File: src/rtl/atc_pkg.sv
package atc_pkg;

    typedef enum logic [2:0] {
        ST_IDLE,
        ST_ARB,
        ST_TENURE,
        ST_RELEASE,
        ST_BACKOFF
    } atc_state_e;

    typedef struct packed {
        atc_state_e st;
        logic       first;
        logic       retried;
        logic       br;
        logic       done;
    } atc_regs_t;

endpackage

File: src/rtl/atc_pend_cnt.sv
module atc_pend_cnt #(
    parameter int MAX_PEND = 4,
    localparam int CW = $clog2(MAX_PEND + 1)
) (
    input  logic          clk,
    input  logic          rst_n,
    input  logic          push_i,
    input  logic          pop_i,
    output logic [CW-1:0] cnt_d_o
);

    logic [CW-1:0] cnt_q, cnt_d;
    logic          inc;

    always_comb begin
        inc   = push_i && (cnt_q != CW'(MAX_PEND));
        cnt_d = cnt_q;
        if (inc && !pop_i)
            cnt_d = cnt_q + CW'(1);
        else if (!inc && pop_i)
            cnt_d = cnt_q - CW'(1);
    end

    always_ff @(posedge clk or negedge rst_n) begin
        if (!rst_n) cnt_q <= '0;
        else        cnt_q <= cnt_d;
    end

    assign cnt_d_o = cnt_d;

endmodule

File: src/rtl/atc_pin_map.sv
module atc_pin_map
    import atc_pkg::*;
(
    input  atc_state_e st_i,
    input  logic       first_i,
    output logic       ts_n_o,
    output logic       abb_n_o,
    output logic       abb_oe_o
);

    always_comb begin
        ts_n_o   = !((st_i == ST_TENURE) && first_i);
        abb_oe_o = (st_i == ST_TENURE) || (st_i == ST_RELEASE);
        abb_n_o  = (st_i != ST_TENURE);
    end

endmodule

File: src/rtl/addr_tenure_ctl.sv
module addr_tenure_ctl
    import atc_pkg::*;
#(
    parameter int MAX_PEND = 4
) (
    input  logic clk,
    input  logic rst_n,
    input  logic xfer_req_i,
    output logic br_n_o,
    input  logic bg_n_i,
    input  logic abb_n_i,
    output logic abb_n_o,
    output logic abb_oe_o,
    output logic ts_n_o,
    input  logic aack_n_i,
    input  logic artry_n_i,
    output logic done_o
);

    localparam int CW = $clog2(MAX_PEND + 1);

    atc_regs_t     r_q, r_d;
    logic          pop;
    logic [CW-1:0] cnt_d;

    // a tenure leaves the pending count only on a clean acknowledge
    assign pop = (r_q.st == ST_TENURE) && !aack_n_i && artry_n_i;

    atc_pend_cnt #(.MAX_PEND(MAX_PEND)) u_pend (
        .clk     (clk),
        .rst_n   (rst_n),
        .push_i  (xfer_req_i),
        .pop_i   (pop),
        .cnt_d_o (cnt_d)
    );

    always_comb begin
        r_d      = r_q;
        r_d.done = 1'b0;
        unique case (r_q.st)
            ST_IDLE: begin
                if (cnt_d != '0) r_d.st = ST_ARB;
            end
            ST_ARB: begin
                if (!bg_n_i && abb_n_i) begin
                    r_d.st    = ST_TENURE;
                    r_d.first = 1'b1;
                end
            end
            ST_TENURE: begin
                r_d.first = 1'b0;
                if (!artry_n_i) begin
                    r_d.st      = ST_RELEASE;
                    r_d.retried = 1'b1;
                end else if (!aack_n_i) begin
                    r_d.st      = ST_RELEASE;
                    r_d.retried = 1'b0;
                    r_d.done    = 1'b1;
                end
            end
            ST_RELEASE: begin
                if (r_q.retried)         r_d.st = ST_BACKOFF;
                else if (cnt_d != '0)    r_d.st = ST_ARB;
                else                     r_d.st = ST_IDLE;
                r_d.retried = 1'b0;
            end
            ST_BACKOFF: begin
                r_d.st = ST_ARB;
            end
            default: r_d.st = ST_IDLE;
        endcase

        // the in-flight transfer stops counting toward the request once started
        unique case (r_d.st)
            ST_IDLE:   r_d.br = 1'b0;
            ST_TENURE: r_d.br = (cnt_d > CW'(1));
            default:   r_d.br = (cnt_d != '0);
        endcase
    end

    always_ff @(posedge clk or negedge rst_n) begin
        if (!rst_n) begin
            r_q.st      <= ST_IDLE;
            r_q.first   <= 1'b0;
            r_q.retried <= 1'b0;
            r_q.br      <= 1'b0;
            r_q.done    <= 1'b0;
        end else begin
            r_q <= r_d;
        end
    end

    atc_pin_map u_pins (
        .st_i     (r_q.st),
        .first_i  (r_q.first),
        .ts_n_o   (ts_n_o),
        .abb_n_o  (abb_n_o),
        .abb_oe_o (abb_oe_o)
    );

    assign br_n_o = !r_q.br;
    assign done_o = r_q.done;

endmodule

File: config.mk
export PLATFORM = sky130hd
export DESIGN_NAME = addr_tenure_ctl
export DESIGN_NICKNAME = d
export VERILOG_FILES = /design/src/rtl/atc_pkg.sv /design/src/rtl/atc_pend_cnt.sv /design/src/rtl/atc_pin_map.sv /design/src/rtl/addr_tenure_ctl.sv
export SDC_FILE = /design/constraint.sdc
export NUM_CORES = 1
export LEC_CHECK = 0
export BUFFER_PORTS_ARGS = -buffer_cell sky130_fd_sc_hd__buf_4
export CORE_MARGIN = 1.5
export CORE_UTILIZATION = 45
export CTS_BUF_LIST = sky130_fd_sc_hd__clkbuf_8
export DETAILED_ROUTE_END_ITERATION = 7
export PLACE_DENSITY = 0.63
export SYNTH_ARGS = -nofsm -noshare
export SYNTH_HDL_FRONTEND = slang
export SYNTH_SLANG_ARGS = --single-unit
File: constraint.sdc
create_clock -name clk -period 2.35 [get_ports clk]
set_clock_uncertainty 0.05 [all_clocks]
set_input_delay 0.1175 -clock clk [delete_from_list [all_inputs] [get_ports clk]]
set_output_delay 0.1175 -clock clk [all_outputs]
set_load 0.005 [all_outputs]
==> reports/qor.yml <==
sta:
  setup_viol: 0
  worstMarginPinSlew_ps: 327
  max_freq_ghz: 0.568
  finalCritPeriodShare: 0.750
  fin_setup_tns_ps: 0
  timing.slew.headroom: 0.781
  rsz0062_at_grt: "false"
  hold_violations: 0
  slew_violations: 0
  period_needed_ps: 1760
  layout_setup_ws_ps: 588
clock_tree:
  cts_buffer_depth: 2
  insertion_delay_ps: 230
  cts_tree: "built"
  clockRootBuffer: "clkbuf_8"
  cts_buffers: 3
  h-tree-depth: 1
  clock-sinks: 10
  clk_pin_slew_worst_paths_ps: 50
cells_and_area:
  final_cell_mix: "12 x buf_4, 10 x dfrtp_1, 7 x nor2_1, 7 x inv_1, 6 x a21oi_1"
  fillers: 121
  drive_above_1_share: 0.253
  mostFrequentLayoutCell: "buf_4"
  antenna_cells: 0
  area_delta_synth_final_pct: 22.9
  nNetsFinal: 98
power:
  cellPowerDensity_nw_per_um2: 1220
  peakVddDrop_mv: 0.677
  total_power_mw: 0.993
  leakage_nw: 0.413
worst_setup_path:
  path_class: "reg2reg"
  cp_max_fo: 3
  critPathMaxStageDelay_ps: 380
  arrival_ps: 1860
  crit_chain: "inv_1, ha_1, a21bo_2, xnor2_1, xnor2_1, nor3_1, a31oi_1"
  critical_path.most_common_cell: "xnor2_1"
  slowest_stage: "dfrtp_1"
  cp-end-kind: "flip-flop"
  required_ps: 2450
  cp-start-kind: "flip-flop"
place:
  port_buffers: 11
  gp_congestion: 0.820
  dpl.hpwl_um: 972
  dp_slack_ps: 605
synth:
  postSynthAreaPerCell_um2: 9.07
  synth-edff-count: 0
  synth_xor_xnor_area_share: 0.0265
  yosys.area_share.simple: 0.204
  syn-cell-area_um2: 662
  synth_mux_area_frac: 0.0756
  seq_area_frac_synth: 0.378
  synth_top_family_by_area: "simple AND/OR/NAND/NOR gates"
  synth_fa_ha_area_frac: 0.0567
  synth-compound-area-share: 0.176
  synth_ff_type: "dfrtp_1"
  syn_nets: 83
  synthCells: 73
  ys_types: 30
  synth_seq_cells: 10
  ys_async_sr_fraction: 1.00
  ys_warn_count: 0
die:
  fp.dieH_um: 41.4
  io-pin-count: 12
  die_area_um2: 1710
  core_area_um2: 1330
  die_w_um: 41.4
  initial_utilization: 0.496
  placementRows: 13
run_status:
  status: "finished, final reports clean"
global_routing:
  groute.usage.overall: 0.189
  grt_pass1_vias: 479
  grt-ovfl-total: 0
  grt_max_degree: 13
  grt_first_pass_wirelength_mm: 1.98
  antenna_found_initial: 0
routing:
  via_count: 515
  drt_iter0_drc: 2
  routed_wl_mm: 1.19
  wl_per_cell_um: 11.6
  drc_errors: 0
  ant_nets: 0
  viasPerCell: 5.05
  first_pass_iters: 2
flow_run:
  drv_cap: 0
worst_hold_path:
  hp-class: "in2reg"
==> cell usage after synthesis (2+ instances only) <==
cell type	number	area, µm²
a21oi_1	6	30.0
nand2_1	5	18.8
o21ai_0	4	20.0
nand3_1	3	15.0
dfrtp_1	10	250
xnor2_1	2	17.5
nand2b_1	3	18.8
inv_1	7	26.3
mux2i_1	2	20.0
mux2_4	2	30.0
nor3_1	2	10.0
nor2_1	7	26.3
ha_1	3	37.5
==> worst max-delay path: cells and delay by family, from the launching register on <==
family / cells / cell delay, ps
compound gates: 2 / 440
simple gates: 1 / 100
fa+ha+maj: 1 / 220
flops: 1 / 380
xor+xnor: 2 / 420
buf+inv: 1 / 70
==> repair_timing <==
action,CTS,global route
hold buffers,1,0
endpoints found under the hold margin,10,0
setup buffers,0,0
gates resized for setup,0,0
==> routing by layer <==
layer / share of wire / vias up / track usage
met4: 0.010 / 0 / 0.0726
li1: - / 272 / -
met3: 0.043 / 2 / 0.0638
met1: 0.50 / 233 / 0.241
met5: 0 / - / 0
met2: 0.44 / 8 / 0.293
==> sequential cells by signal, indices dropped and copies added, names as in the netlist <==
| signal | count |
|---|---|
| r_q | 6 |
| done_o | 1 |
| u_pend.cnt_q | 3 |
==> path summary, 6_finish.rpt <==
| kind | startpoint | endpoint | slack, ps | cells past startpoint |
|---|---|---|---|---|
| max in group asynchronous | rst_n | r_q[6] | 1900 | 2 |
| hold reg to reg | r_q[3] | r_q[3] | 460 | 2 |
| setup reg to reg | u_pend.cnt_q[0] | r_q[4] | 590 | 7 |
| min in group asynchronous | rst_n | u_pend.cnt_q[2] | 210 | 2 |
| hold / removal | aack_n_i | done_o | 180 | 4 |
| setup / recovery | u_pend.cnt_q[0] | r_q[4] | 590 | 7 |
==> stage by stage <==
stage,utilization,cells,hold slack (ps),area [µm²]
2_1_floorplan,-,73,-228,662
3_3_place_gp,0.561,97,-101,748
3_5_place_dp,0.561,97,-100,748
4_1_cts,0.610,102,179,813
5_1_grt,0.610,102,202,813
6_report,0.610,102,178,813
==> kinds of logic (layout without fill, tap and decap cells) <==
family          count (synthesis)  after routing
flops                          10             10
simple gates                   25             25
fa+ha+maj                       3              3
compound gates                 18             18
buf+inv                        11             25
xor+xnor                        2              2
mux                             4              4
==> area by class of cell <==
class,instances,area (µm²),area share
multi-input combinational,52,357,0.438
timing repair buffer,13,100,0.123
clock buffer,4,55.1,0.0677
sequential,10,250,0.308
inverter,8,32.5,0.0400
tap,15,18.8,0.0231
==> where the power goes <==
group | leakage, nW | total, mW | internal, mW | switching (mW)
clock | 0.0288 | 0.208 | 0.147 | 0.0614
combinational | 0.266 | 0.477 | 0.228 | 0.249
sequential | 0.118 | 0.308 | 0.243 | 0.0654
total | 0.413 | 0.993 | 0.618 | 0.375
No activity file was read; power rests on OpenSTA's default activity.
